<file path="config.mk">
export PLATFORM = sky130hd
export DESIGN_NAME = sarHost
export DESIGN_NICKNAME = d
export VERILOG_FILES = /design/src/rtl/sarHostPkg.sv /design/src/rtl/sarHostCtrl.sv /design/src/rtl/sarHostDatapath.sv /design/src/rtl/sarHost.sv
export SDC_FILE = /design/constraint.sdc
export NUM_CORES = 1
export LEC_CHECK = 0
export ABC_AREA = 1
export ABC_CLOCK_PERIOD_IN_PS = 2300
export BUFFER_PORTS_ARGS = -buffer_cell sky130_fd_sc_hd__buf_2
export CORE_MARGIN = 10
export CORE_UTILIZATION = 40
export CTS_BUF_LIST = sky130_fd_sc_hd__clkbuf_16
export DETAILED_ROUTE_END_ITERATION = 16
export PLACE_DENSITY = 0.7
export SYNTH_ARGS = -nofsm -noshare
export SYNTH_HDL_FRONTEND = slang
export SYNTH_HIERARCHICAL = 1
export SYNTH_SLANG_ARGS = --single-unit
</file>
<file path="constraint.sdc">
create_clock -name clk -period 2.3 [get_ports clk]
set_clock_uncertainty 0.2 [all_clocks]
set_input_delay 0.23 -clock clk [delete_from_list [all_inputs] [get_ports clk]]
set_output_delay 0.23 -clock clk [all_outputs]
set_load 0.005 [all_outputs]
</file>
<file path="src/rtl/sarHostPkg.sv">
package sarHostPkg;

  typedef enum logic [2:0] {
    ST_IDLE,
    ST_CSETUP,
    ST_CPULSE,
    ST_CWAIT,
    ST_RSETUP,
    ST_RPULSE,
    ST_RFLOAT
  } sarState_t;

  // strobes from the sequencer into the datapath
  typedef struct packed {
    logic capture;     // sample the bus this cycle
    logic secondByte;  // capture belongs to the low-order transfer
    logic wordMode;    // capture is a full-width transfer
    logic finish;      // result complete, publish it
    logic fail;        // busy wait expired
  } dpStrobe_t;

  // round a nanosecond interval up to whole clock cycles, never below one
  function automatic int nsToCycles(input int ns, input int periodNs);
    int c;
    c = (ns + periodNs - 1) / periodNs;
    return (c < 1) ? 1 : c;
  endfunction

  function automatic int maxOf(input int a, input int b);
    return (a > b) ? a : b;
  endfunction

endpackage

</file>
<file path="src/rtl/sarHostCtrl.sv">
module sarHostCtrl
  import sarHostPkg::*;
#(
  parameter int SETUP_CYC   = 10,
  parameter int CE_CYC      = 10,
  parameter int ACCESS_CYC  = 30,
  parameter int FLOAT_CYC   = 30,
  parameter int TIMEOUT_CYC = 6000
) (
  input  logic       clk,
  input  logic       rstN,
  input  logic       reqValid,
  input  logic       reqShort,
  input  logic       reqByteMode,
  input  logic       adcStatus,
  output logic       reqReady,
  output logic       adcCe,
  output logic       adcCsN,
  output logic       adcRc,
  output logic       adcAo,
  output logic       adcMode12,
  output dpStrobe_t  strobe
);

  localparam int PIN_MAX = maxOf(maxOf(SETUP_CYC, CE_CYC), maxOf(ACCESS_CYC, FLOAT_CYC));
  localparam int CNT_W   = $clog2(PIN_MAX + 1);
  localparam int TMO_W   = $clog2(TIMEOUT_CYC + 1);

  sarState_t        state, nextState;
  logic [CNT_W-1:0] phaseCnt;
  logic [TMO_W-1:0] tmoCnt;
  logic             statusSeen;
  logic             byteIdx, nextByteIdx;
  logic             shortQ, byteModeQ;
  logic             phaseDone, convDone, tmoExpired, moreBytes;

  assign phaseDone  = (phaseCnt == '0);
  assign convDone   = statusSeen && !adcStatus;
  assign tmoExpired = (tmoCnt == '0);
  assign moreBytes  = byteModeQ && !byteIdx;

  function automatic logic [CNT_W-1:0] phaseLoad(input sarState_t s);
    case (s)
      ST_CSETUP, ST_RSETUP: phaseLoad = CNT_W'(SETUP_CYC - 1);
      ST_CPULSE:            phaseLoad = CNT_W'(CE_CYC - 1);
      ST_RPULSE:            phaseLoad = CNT_W'(ACCESS_CYC - 1);
      ST_RFLOAT:            phaseLoad = CNT_W'(FLOAT_CYC - 1);
      default:              phaseLoad = '0;
    endcase
  endfunction

  // phase sequencing
  always_comb begin
    nextState = state;
    unique case (state)
      ST_IDLE:   if (reqValid)  nextState = ST_CSETUP;
      ST_CSETUP: if (phaseDone) nextState = ST_CPULSE;
      ST_CPULSE: if (phaseDone) nextState = ST_CWAIT;
      ST_CWAIT: begin
        if (convDone)        nextState = ST_RSETUP;
        else if (tmoExpired) nextState = ST_IDLE;
      end
      ST_RSETUP: if (phaseDone) nextState = ST_RPULSE;
      ST_RPULSE: if (phaseDone) nextState = ST_RFLOAT;
      ST_RFLOAT: if (phaseDone) nextState = moreBytes ? ST_RSETUP : ST_IDLE;
      default:                  nextState = ST_IDLE;
    endcase
  end

  always_comb begin
    nextByteIdx = byteIdx;
    if (state == ST_IDLE)                            nextByteIdx = 1'b0;
    else if (state == ST_RFLOAT && phaseDone && moreBytes) nextByteIdx = 1'b1;
  end

  always_ff @(posedge clk) begin
    if (!rstN) begin
      state      <= ST_IDLE;
      phaseCnt   <= '0;
      tmoCnt     <= '0;
      statusSeen <= 1'b0;
      byteIdx    <= 1'b0;
      shortQ     <= 1'b0;
      byteModeQ  <= 1'b0;
    end else begin
      state   <= nextState;
      byteIdx <= nextByteIdx;
      if (state != nextState)
        phaseCnt <= phaseLoad(nextState);
      else if (!phaseDone)
        phaseCnt <= phaseCnt - 1'b1;
      // timeout window opens on the convert strobe's rising edge
      if (nextState == ST_CPULSE && state != ST_CPULSE)
        tmoCnt <= TMO_W'(TIMEOUT_CYC - 1);
      else if ((state == ST_CPULSE || state == ST_CWAIT) && !tmoExpired)
        tmoCnt <= tmoCnt - 1'b1;
      if (state == ST_IDLE)
        statusSeen <= 1'b0;
      else if ((state == ST_CPULSE || state == ST_CWAIT) && adcStatus)
        statusSeen <= 1'b1;
      if (state == ST_IDLE && reqValid) begin
        shortQ    <= reqShort;
        byteModeQ <= reqByteMode;
      end
    end
  end

  // pins are registered from the next phase so they switch glitch-free
  logic nextShort, nextByteMode;
  assign nextShort    = (state == ST_IDLE) ? reqShort    : shortQ;
  assign nextByteMode = (state == ST_IDLE) ? reqByteMode : byteModeQ;

  always_ff @(posedge clk) begin
    if (!rstN) begin
      adcCe     <= 1'b0;
      adcCsN    <= 1'b1;
      adcRc     <= 1'b1;
      adcAo     <= 1'b0;
      adcMode12 <= 1'b1;
    end else begin
      adcCe  <= (nextState == ST_CPULSE) || (nextState == ST_RPULSE);
      adcCsN <= !((nextState == ST_CSETUP) || (nextState == ST_CPULSE) ||
                  (nextState == ST_RSETUP) || (nextState == ST_RPULSE));
      adcRc  <= !((nextState == ST_CSETUP) || (nextState == ST_CPULSE));
      if (nextState == ST_CSETUP || nextState == ST_CPULSE)
        adcAo <= nextShort;
      else if (nextState == ST_RSETUP || nextState == ST_RPULSE)
        adcAo <= byteModeQ && nextByteIdx;
      else
        adcAo <= 1'b0;
      if (state == ST_IDLE && reqValid)
        adcMode12 <= !nextByteMode;
    end
  end

  assign reqReady = (state == ST_IDLE);

  always_comb begin
    strobe            = '0;
    strobe.capture    = (state == ST_RPULSE) && phaseDone;
    strobe.secondByte = byteIdx;
    strobe.wordMode   = !byteModeQ;
    strobe.finish     = (state == ST_RFLOAT) && phaseDone && !moreBytes;
    strobe.fail       = (state == ST_CWAIT) && tmoExpired && !convDone;
  end

  AST_CE_NEEDS_SELECT: assert property (@(posedge clk) disable iff (!rstN)
    adcCe |-> !adcCsN);
  AST_RC_HELD_IN_STROBE: assert property (@(posedge clk) disable iff (!rstN)
    (adcCe && $past(adcCe)) |-> $stable(adcRc));
  AST_AO_HELD_IN_STROBE: assert property (@(posedge clk) disable iff (!rstN)
    (adcCe && $past(adcCe)) |-> $stable(adcAo));
  AST_READ_AFTER_BUSY: assert property (@(posedge clk) disable iff (!rstN)
    ($rose(adcCe) && adcRc) |-> !adcStatus);

endmodule

</file>
<file path="src/rtl/sarHostDatapath.sv">
module sarHostDatapath
  import sarHostPkg::*;
#(
  parameter int DATA_W = 12,
  parameter int BYTE_W = 8
) (
  input  logic              clk,
  input  logic              rstN,
  input  dpStrobe_t         strobe,
  input  logic [DATA_W-1:0] adcData,
  output logic [DATA_W-1:0] resData,
  output logic              resValid,
  output logic              resTimeout
);

  localparam int LO_W = DATA_W - BYTE_W;

  logic [DATA_W-1:0] assembly;

  // byte transfers arrive left-justified on the upper bus lines
  always_ff @(posedge clk) begin
    if (!rstN) begin
      assembly <= '0;
    end else if (strobe.capture) begin
      if (strobe.wordMode)
        assembly <= adcData;
      else if (!strobe.secondByte)
        assembly[DATA_W-1 -: BYTE_W] <= adcData[DATA_W-1 -: BYTE_W];
      else
        assembly[LO_W-1:0] <= adcData[DATA_W-1 -: LO_W];
    end
  end

  always_ff @(posedge clk) begin
    if (!rstN) begin
      resData    <= '0;
      resValid   <= 1'b0;
      resTimeout <= 1'b0;
    end else begin
      resValid   <= strobe.finish;
      resTimeout <= strobe.fail;
      if (strobe.finish)
        resData <= assembly;
    end
  end

  AST_VALID_SINGLE: assert property (@(posedge clk) disable iff (!rstN)
    resValid |=> !resValid);
  AST_RESULT_HELD: assert property (@(posedge clk) disable iff (!rstN)
    !resValid |-> $stable(resData));
  AST_DONE_EXCLUSIVE: assert property (@(posedge clk) disable iff (!rstN)
    !(resValid && resTimeout));

endmodule

</file>
<file path="src/rtl/sarHost.sv">
module sarHost
  import sarHostPkg::*;
#(
  parameter int CLK_NS     = 5,
  parameter int SETUP_NS   = 50,
  parameter int CE_NS      = 50,
  parameter int ACCESS_NS  = 150,
  parameter int FLOAT_NS   = 150,
  parameter int TIMEOUT_NS = 30000,
  parameter int DATA_W     = 12,
  parameter int BYTE_W     = 8
) (
  input  logic              clk,
  input  logic              rstN,
  input  logic              reqValid,
  input  logic              reqShort,
  input  logic              reqByteMode,
  output logic              reqReady,
  output logic              adcCe,
  output logic              adcCsN,
  output logic              adcRc,
  output logic              adcAo,
  output logic              adcMode12,
  input  logic              adcStatus,
  input  logic [DATA_W-1:0] adcData,
  output logic [DATA_W-1:0] resData,
  output logic              resValid,
  output logic              resTimeout
);

  localparam int SETUP_CYC   = nsToCycles(SETUP_NS, CLK_NS);
  localparam int CE_CYC      = nsToCycles(CE_NS, CLK_NS);
  // a read strobe is never narrower than the minimum strobe width
  localparam int ACCESS_CYC  = maxOf(nsToCycles(ACCESS_NS, CLK_NS), CE_CYC);
  localparam int FLOAT_CYC   = nsToCycles(FLOAT_NS, CLK_NS);
  localparam int TIMEOUT_CYC = maxOf(nsToCycles(TIMEOUT_NS, CLK_NS), CE_CYC + 1);

  dpStrobe_t strobe;

  sarHostCtrl #(
    .SETUP_CYC  (SETUP_CYC),
    .CE_CYC     (CE_CYC),
    .ACCESS_CYC (ACCESS_CYC),
    .FLOAT_CYC  (FLOAT_CYC),
    .TIMEOUT_CYC(TIMEOUT_CYC)
  ) u_ctrl (
    .clk        (clk),
    .rstN       (rstN),
    .reqValid   (reqValid),
    .reqShort   (reqShort),
    .reqByteMode(reqByteMode),
    .adcStatus  (adcStatus),
    .reqReady   (reqReady),
    .adcCe      (adcCe),
    .adcCsN     (adcCsN),
    .adcRc      (adcRc),
    .adcAo      (adcAo),
    .adcMode12  (adcMode12),
    .strobe     (strobe)
  );

  sarHostDatapath #(
    .DATA_W(DATA_W),
    .BYTE_W(BYTE_W)
  ) u_dp (
    .clk       (clk),
    .rstN      (rstN),
    .strobe    (strobe),
    .adcData   (adcData),
    .resData   (resData),
    .resValid  (resValid),
    .resTimeout(resTimeout)
  );

endmodule

</file>
==> impl_results.md, run 1 <==
- Drt first-iter violations: 125
- Share of post-route cells with drive strength above 1: 24.2%
- CTS H-Tree Depth: 2
- Clock slew seen by the registers of the worst setup and hold paths: 70 ps
- Number of buffers added by the clock tree synthesis step: 5
- Compound-Gate Fraction of Synth Area: 12.7%
- Bufs on Longest Clock Path: 2
- Worst setup SP type: flop
- Leading cell types by total area after synthesis: dfxtp_1, nand2_1, nor2_1
- TritonCTS clock tree: yes
- Critical path's largest stage delay: 300 ps
- Die span in x: 105 um
- Full die area: 11000 um2
- WL final: 6720 um
- Post-layout min period: 2100 ps
- Setup repair after global routing missed its margin: no
- Max-Slew Margin vs Limit: 61.1%
- Reported leakage power: 1.67 nW
- Peak clock frequency supported by timing: 0.477 GHz
- Leading cell type in the layout, fill and taps excluded: nand2_1
- Endpoint required time on the critical path: 2290 ps
- Type of the setup path with the least slack: reg -> reg
- Critical path buffer and inverter count: 3
- Commonest register cell after synthesis: dfxtp_1
- Dominant combinational cell family by area after synthesis: simple AND/OR/NAND/NOR gates
- Share of synthesized cell area in and, or, nand and nor gates: 34.5%
- Highest-delay cell along the critical path: dfxtp_1
- Syn Inst Count: 404
- Post-route fraction of the period consumed by the critical path: 91.1%
- Number of global-route vias before repair: 2512
- Mux contribution to synthesized area: 0%
- Post-synthesis async set-or-reset flop share: 0%
- Average cell area after synthesis: 7.17 um2
- Number of primary I/O pins: 38
- Antenna diodes: 0
- Share of the synthesized netlist area taken by xor and xnor gates: 1.81%
- Post-route setup TNS: 0 ps
- Pre-Repair DR Iteration Count: 4
- Remaining Overflow, GRT: 0
- Area of the mapped netlist: 2900 um2
- Dpl hpwl: 5000 um
- Total routing resource utilization after global routing: 12.1%
- Post-detailed-route via-to-cell ratio: 4.88
- Largest voltage drop on the vdd net: 0.000488 V
- Proportion of netlist area held by the largest area contributor: 38.7%
- Adder-Cell Fraction of Synth Area: 1.73%
- Cell taking the most area after synthesis: dfxtp_1
- Total power density per cell area: 1220 nW/um2
- Pin count of the biggest net entering global routing: 39
- M1 WL: 3010 um
- Maximum fanout encountered on the critical timing path: 6
- Worst Hold Class: in -> reg
- Element type at the critical path end: flop
- Total via count in the routed design: 2648
- Met2 routed WL: 3180 um
- Number of sinks driven by the clock tree: 56
- Initial standard-cell utilization of the core: 41.9%
- #FFs+latches synth: 56
- Number of nets in the final layout: 468
- Data arrival at the endpoint of the critical path: 2090 ps
- Post-synth EDFFs: 0
- Number of fillers in the final layout: 700
- Placement row count: 30
- Final max-slew violation count: 0
- Commonest cells after routing, fill and taps aside: nand2_1, nor2_1, dfxtp_1
- Number of failing hold endpoints at the final stage: 0
- Final weighted congestion in routability-driven placement: 0.851
- Number of max-cap violations: 0
- Run status: completed
- Skew-Pair Late Insertion Delay: 290 ps
- Number of warning messages in the yosys log: 6
- Die extent in y: 105 um
- Average wire per standard cell: 12.4 um
- Global-route wire length before repair: 11400 um
- CP cell instances: inv_1, ha_1, inv_1, nor2_2, nand2_2, o21ai_0, nand3b_4, nor2_1, nand2_1, nand3_1, nand2_1, nand3_1, nand2_1, inv_1
- Highest layer used for signal routing: met4
- Area Growth Syn to Fin: 15.9%
- DRC errors left: 0
- IO Port Bufs: 37
- Area of the core: 6910 um2
- Final Power: 4.10 mW
- Delay-heaviest family, CP: simple AND/OR/NAND/NOR gates
- Net count of the mapped netlist: 426
- Root buffer cell: clkbuf_16
- Number of distinct standard cells referenced by the synthesized netlist: 38
- Initial antenna violation count: 0
- Slew @ Worst Pin: 583 ps
- Sequential-to-total area share from yosys stat: 38.7%
- Antenna Nets Post-Route: 0
- Total met3 wirelength after detailed routing: 392 um
- Final setup fails: 0
==> tightest hold or removal path, delay by kind of cell <==
kind	cells	cell delay, ps
AND/OR/NAND/NOR	1	60
buffers and inverters	1	110
AO/OA/AOI/OAI	1	50
==> synth_stat cells, types with 6 or more instances <==
cell	count
inv_2	14
nor2_1	64
nor2_2	7
nand2_4	6
dfxtp_1	56
nor3_1	6
nand2_2	6
inv_1	44
o21ai_0	16
nand3_1	24
nand2_1	75
a21oi_1	22
o21ai_1	9
==> final timing paths <==
| check | from | to | slack [ps] | depth (start not counted) |
|---|---|---|---|---|
| min | reqShort | u_ctrl/shortQ | 9 | 3 |
| max reg2reg | u_ctrl/phaseCnt[0] | u_ctrl/phaseCnt[0] | 200 | 14 |
| min reg2reg | u_dp/assembly[0] | u_dp/resData[0] | 260 | 2 |
| max | u_ctrl/phaseCnt[0] | u_ctrl/phaseCnt[0] | 200 | 14 |
==> power breakdown <==
| group | internal [mW] | switching, mW |
|---|---|---|
| registers | 1.13 | 0.151 |
| clock network | 0.406 | 0.346 |
| logic | 0.751 | 1.32 |
==> area by class of cell <==
type,instances,area [um2],share of cell area (%)
Tap cell,96,120,3.58
Timing Repair Buffer,46,255,7.60
Clock buffer,5,125,3.73
Multi-Input combinational cell,278,1490,44.3
Inverter,59,226,6.75
Sequential cell,56,1120,33.4
Clock inverter,3,21.3,0.634
==> state kept, by name, indices dropped and copies added, names as in the netlist <==
register           count
u_ctrl/tmoCnt         13
u_dp/assembly         12
u_dp/resData          12
u_ctrl/phaseCnt        5
u_ctrl/state           3
u_ctrl/adcAo           1
u_ctrl/adcCe           1
u_ctrl/adcCsN          1
u_ctrl/adcMode12       1
u_ctrl/adcRc           1
u_ctrl/byteIdx         1
u_ctrl/byteModeQ       1
u_ctrl/shortQ          1
u_ctrl/statusSeen      1
u_dp/resTimeout        1
u_dp/resValid          1
==> cell families (layout without fill, tap and decap cells) <==
group                    Yosys count  count (layout)
XOR/XNOR                           6               6
buffers and inverters             71             113
AO/OA/AOI/OAI                     61              61
flip-flops                        56              56
AND/OR/NAND/NOR                  206             207
adder cells (fa/ha/maj)            4               4
==> metal layers <==
metal	track usage, %	vias up
li1	-	1367
met1	14.0	1187
met2	20.6	85
met3	2.95	9
met4	5.20	0
met5	0	-
==> stage by stage <==
stage                     setup WS (ps)  std cells  hold slack (ps)  util, %  area (um2)
after global routing               24.6        543             22.7     48.6        3360
after detailed placement           47.0        532              256     46.0        3180
after floorplan                     313        404              166        -        2900
after global placement              153        532              240     46.0        3180
after CTS                          37.6        541             9.46     48.3        3340
final                               204        543             9.05     48.6        3360
==> timing repair <==
action,CTS,global route
hold endpoints to repair,1,0
hold buffers,1,0
setup buffers,0,1
gates resized for setup,0,4
setup endpoints to repair,0,22
No activity file was read; power rests on OpenSTA's default activity.
==> run 2: changes to the inputs <==
Settings changed: CORE_UTILIZATION 40 to 57, PLACE_DENSITY 0.7 to 0.9.
==> impl_results.md, run 2 (synthesized netlist as in run 1, its figures left out) <==
- Average wire per standard cell: 13.5 um
- Final setup fails: 0
- CP cell instances: inv_1, ha_1, nand2_1, nor2_2, nand2_4, nand2_4, inv_2, nand3_2, nor2_4, nand2_1, nor2_1, a21oi_1, a21oi_1
- Total power density per cell area: 1240 nW/um2
- Number of max-cap violations: 0
- Peak clock frequency supported by timing: 0.467 GHz
- Bufs on Longest Clock Path: 2
- Number of failing hold endpoints at the final stage: 0
- Critical path's largest stage delay: 390 ps
- CTS H-Tree Depth: 2
- Antenna Nets Post-Route: 0
- Hold WS: 6.70 ps
- Root buffer cell: clkbuf_16
- Data arrival at the endpoint of the critical path: 2160 ps
- Endpoint required time on the critical path: 2310 ps
- Element type at the critical path end: flop
- Number of fillers in the final layout: 406
- Startpoint of the most critical hold path: reqShort
- Worst reg-to-reg path cell count: 13
- Drt first-iter violations: 168
- Post-detailed-route via-to-cell ratio: 5.31
- Worst hold stages: 3
- Die extent in y: 91.3 um
- DRC errors left: 0
- Number of buffers added by the clock tree synthesis step: 5
- Highest-delay cell along the critical path: dfxtp_1
- Worst Hold Class: in -> reg
- Die span in x: 91.3 um
- Worst Hold Path EP: u_ctrl/shortQ
- Setup repair after global routing missed its margin: no
- Clock slew seen by the registers of the worst setup and hold paths: 70 ps
- Commonest cells after routing, fill and taps aside: nand2_1, nor2_1, dfxtp_1
- Final max-slew violation count: 0
- Number of sinks driven by the clock tree: 56
- Skew-Pair Late Insertion Delay: 280 ps
- Total routing resource utilization after global routing: 16.5%
- Initial antenna violation count: 0
- Slew @ Worst Pin: 540 ps
- Number of global-route vias before repair: 2600
- Non-filler instance count after layout: 510
- R2r endpoint: u_ctrl/tmoCnt[6]
- Worst-case setup margin in the final layout: 156 ps
- Largest voltage drop on the vdd net: 0.000564 V
- WL final: 6860 um
- Post-route setup TNS: 0 ps
- Maximum fanout encountered on the critical timing path: 9
- Register with the most flip-flops: u_ctrl/tmoCnt
- Max-Slew Margin vs Limit: 64.0%
- Post-CTS Setup Repair Bufs: 0
- Reg-to-reg critical path startpoint: u_ctrl/tmoCnt[0]
- Share of post-route cells with drive strength above 1: 23.7%
- Antenna diodes: 0
- IO Port Bufs: 37
- Number of primary I/O pins: 38
- Pin count of the biggest net entering global routing: 39
- Worst setup SP type: flop
- Area Growth Syn to Fin: 14.0%
- Full die area: 8330 um2
- Initial standard-cell utilization of the core: 60.1%
- Number of nets in the final layout: 464
- Global-route wire length before repair: 11800 um
- Post-route fraction of the period consumed by the critical path: 93.2%
- Dpl hpwl: 4980 um
- Max reg flops: 13
- Placed Cells incl. Taps: 502
- Total via count in the routed design: 2706
- Final weighted congestion in routability-driven placement: 0.905
- Area of the core: 4820 um2
- Post-layout min period: 2140 ps
- Pre-Repair DR Iteration Count: 5
- FF-to-FF setup slack: 160 ps
- Remaining Overflow, GRT: 0
- Placement row count: 25
- Registers with the most flip-flops: u_ctrl/tmoCnt x13, u_dp/assembly x12, u_dp/resData x12
- Worst slack after detailed placement: 12.6 ps
- Run status: completed
- Reported leakage power: 1.66 nW
- Leading cell type in the layout, fill and taps excluded: nand2_1
- TritonCTS clock tree: yes
- Type of the setup path with the least slack: reg -> reg
## run 2: cell types whose count changed in the layout (fill, tap and decap cells not counted), sizes merged
cell         before  now
nand2            88   87
buf              45   43
clkinv            1    2
clkinvlp          1    0
dlygate4sd3       1    0
## run 2: layout make-up
class / count / area, um2 / area share [%]
clock inverter: 3 / 22.5 / 0.682
multi-input combinational: 277 / 1490 / 45.2
clock buffer: 5 / 125 / 3.79
sequential: 56 / 1120 / 34.0
timing repair buffer: 43 / 230 / 6.97
inverter: 59 / 226 / 6.86
tap: 67 / 83.8 / 2.54
## run 2: layer usage
| layer | up-vias | track usage (%) | part of all wire, % |
|---|---|---|---|
| met3 | 10 | 4.12 | 7.5 |
| met5 | - | 0 | 0 |
| met4 | 0 | 6.66 | 1.5 |
| li1 | 1353 | - | - |
| met2 | 105 | 27.4 | 47 |
| met1 | 1238 | 20.0 | 44 |
## run 2: per-stage QoR
stage	total power [mW]	utilization, %	area [um2]
after global routing	4.43	68.5	3300
after CTS	4.07	68.2	3290
after floorplan	2.90	-	2900
after detailed placement	3.28	65.1	3140
after global placement	3.21	65.1	3140
final	4.10	68.5	3300
## run 2: worst max-delay path by stage
| stage | from | to | cells after the start |
|---|---|---|---|
| floorplan | u_ctrl/phaseCnt[0] | u_dp/assembly[10] | 11 |
| global placement | u_ctrl/phaseCnt[0] | u_dp/assembly[9] | 10 |
| detailed placement | u_ctrl/phaseCnt[0] | u_ctrl/phaseCnt[0] | 13 |
| CTS | u_ctrl/phaseCnt[0] | u_dp/assembly[8] | 10 |
| global route | u_ctrl/phaseCnt[0] | u_ctrl/phaseCnt[0] | 14 |
| finish | u_ctrl/tmoCnt[0] | u_ctrl/tmoCnt[6] | 13 |
## run 2: power by group
group,internal (mW),switching (mW),total [mW]
logic,0.725,1.33,2.06
clock network,0.408,0.338,0.746
registers,1.13,0.162,1.29
total,2.26,1.83,4.10
## run 2: worst max-delay path: cells and delay by family (launching register included)
kind	cells	cell delay, ps
and+or+nand+nor	8	800
DFF	1	390
buffers and inverters	2	280
adders and majority gates	1	220
AOI/OAI and AO/OA	2	170
## run 2: repair_timing
action,CTS,global route
hold buffers,0,0
pin swaps,0,0
resized for setup,1,4
setup endpoints to repair,2,10
endpoints found under the hold margin,0,0
==> run 3: changes to the inputs <==
Settings changed: CELL_PAD_IN_SITES_DETAIL_PLACEMENT set to 1, CELL_PAD_IN_SITES_GLOBAL_PLACEMENT set to 2, CORE_UTILIZATION 57 to 32, HOLD_SLACK_MARGIN set to 0.15, PLACE_DENSITY 0.9 to 0.89.
==> impl_results.md, run 3 (synthesized netlist as in run 1, its figures left out) <==
- Bufs on Longest Clock Path: 2
- Remaining Overflow, GRT: 0
- Pre-Repair DR Iteration Count: 4
- Post-route setup TNS: 0 ps
- Initial antenna violation count: 0
- Full die area: 13300 um2
- Slew @ Worst Pin: 578 ps
- Reported leakage power: 1.75 nW
- Post-detailed-route via-to-cell ratio: 4.77
- Run status: completed
- Final Util: 40.7%
- Worst Hold Path EP: u_ctrl/adcMode12
- WL final: 7840 um
- Antenna Nets Post-Route: 0
- Number of failing hold endpoints at the final stage: 0
- Total power density per cell area: 1170 nW/um2
- Number of primary I/O pins: 38
- Dpl hpwl: 5810 um
- IO Port Bufs: 37
- Data arrival at the endpoint of the critical path: 2070 ps
- DRC errors left: 0
- Number of sinks driven by the clock tree: 56
- Worst hold stages: 5
- CTS H-Tree Depth: 2
- R2r endpoint: u_ctrl/tmoCnt[5]
- Root buffer cell: clkbuf_16
- Post-route fraction of the period consumed by the critical path: 92.1%
- Max-Slew Margin vs Limit: 61.4%
- Maximum fanout encountered on the critical timing path: 9
- Total via count in the routed design: 2728
- Final weighted congestion in routability-driven placement: 0.853
- Worst-case setup margin in the final layout: 182 ps
- Startpoint of the most critical hold path: reqValid
- Average wire per standard cell: 13.7 um
- Worst Hold Class: in -> reg
- Type of the setup path with the least slack: reg -> reg
- Total routing resource utilization after global routing: 12.1%
- Antenna diodes: 0
- Die extent in y: 115 um
- Die span in x: 115 um
- Worst reg-to-reg path cell count: 11
- Global-route wire length before repair: 13400 um
- Fin area: 3570 um2
- Final max-slew violation count: 0
- Area of the core: 8760 um2
- Max reg flops: 13
- Final Power: 4.17 mW
- Largest voltage drop on the vdd net: 0.000288 V
- Commonest cells after routing, fill and taps aside: nand2_1, nor2_1, dfxtp_1
- Peak clock frequency supported by timing: 0.472 GHz
- Share of post-route cells with drive strength above 1: 23.1%
- Skew-Pair Late Insertion Delay: 290 ps
- Initial standard-cell utilization of the core: 33.1%
- Worst setup SP type: flop
- Drt first-iter violations: 139
- Number of max-cap violations: 0
- Placed Cells incl. Taps: 546
- Post-layout min period: 2120 ps
- Placement row count: 34
- Final setup fails: 0
- Element type at the critical path end: flop
- FF-to-FF setup slack: 180 ps
- Clock slew seen by the registers of the worst setup and hold paths: 70 ps
- Register with the most flip-flops: u_ctrl/tmoCnt
- Placement Cell Area: 3220 um2
- Reg-to-reg critical path startpoint: u_ctrl/tmoCnt[0]
- Number of nets in the final layout: 485
- Hold WS: 199 ps
- Pin count of the biggest net entering global routing: 39
- Worst slack after detailed placement: -4.07 ps
- TritonCTS clock tree: yes
- Area Growth Syn to Fin: 23.3%
- Setup repair after global routing missed its margin: no
- Registers with the most flip-flops: u_ctrl/tmoCnt x13, u_dp/assembly x12, u_dp/resData x12
- Number of buffers added by the clock tree synthesis step: 5
- Leading cell type in the layout, fill and taps excluded: nand2_1
- Endpoint required time on the critical path: 2250 ps
- Non-filler instance count after layout: 572
- Number of global-route vias before repair: 2807
run 3: changes by cell type in the layout (fill, tap and decap cells not counted), sizes merged:
cell / change
buf: +3
dlygate4sd3: +18
run 3: metal layers:
| metal | GRT usage (%) | share of wire (%) | vias up |
|---|---|---|---|
| met2 | 21.1 | 48 | 41 |
| met3 | 2.45 | 4.2 | 7 |
| li1 | - | - | 1400 |
| met1 | 14.4 | 47 | 1280 |
| met5 | 0 | 0 | - |
| met4 | 4.04 | 1.3 | 0 |
run 3: critical path, stage by stage (launching register included):
cell and delay [ps]:
dfxtp_1 390, inv_1 130, ha_1 230, nand2_1 80, nor2_2 50, nand2_4 100, nand2_4 100, inv_4 110
nand4_1 160, nor2_1 200, xnor2_1 140, a21oi_1 80
run 3: repair_timing:
| item | 4_1_cts | 5_1_grt |
|---|---|---|
| endpoints found under the hold margin | 16 | 0 |
| gates resized for setup | 1 | 6 |
| buffers inserted | 0 | 0 |
| hold buffers | 18 | 0 |
| endpoints found under the setup margin | 2 | 15 |
| pin swaps | 0 | 0 |
run 3: report_power, final:
part / internal (mW) / switching [mW] / total, mW
clock: 0.403 / 0.357 / 0.761
sequential: 1.13 / 0.149 / 1.28
combinational: 0.783 / 1.35 / 2.13
total: 2.32 / 1.85 / 4.17
run 3: final cells by class:
cell class	count	area, um2
sequential	56	1120
fill	1113	5190
tap	108	135
timing repair buffer	64	445
multi-input combinational	277	1500
clock buffer	5	125
inverter	59	229
clock inverter	3	17.5
run 3: worst max path at each step:
stage / to / startpoint
6_report: u_ctrl/tmoCnt[5] / u_ctrl/tmoCnt[0]
5_1_grt: u_ctrl/phaseCnt[0] / u_ctrl/phaseCnt[1]
4_1_cts: u_ctrl/phaseCnt[0] / u_ctrl/phaseCnt[0]
3_5_place_dp: u_ctrl/phaseCnt[0] / u_ctrl/phaseCnt[0]
3_3_place_gp: u_ctrl/phaseCnt[0] / u_ctrl/phaseCnt[0]
2_1_floorplan: u_dp/assembly[10] / u_ctrl/phaseCnt[0]
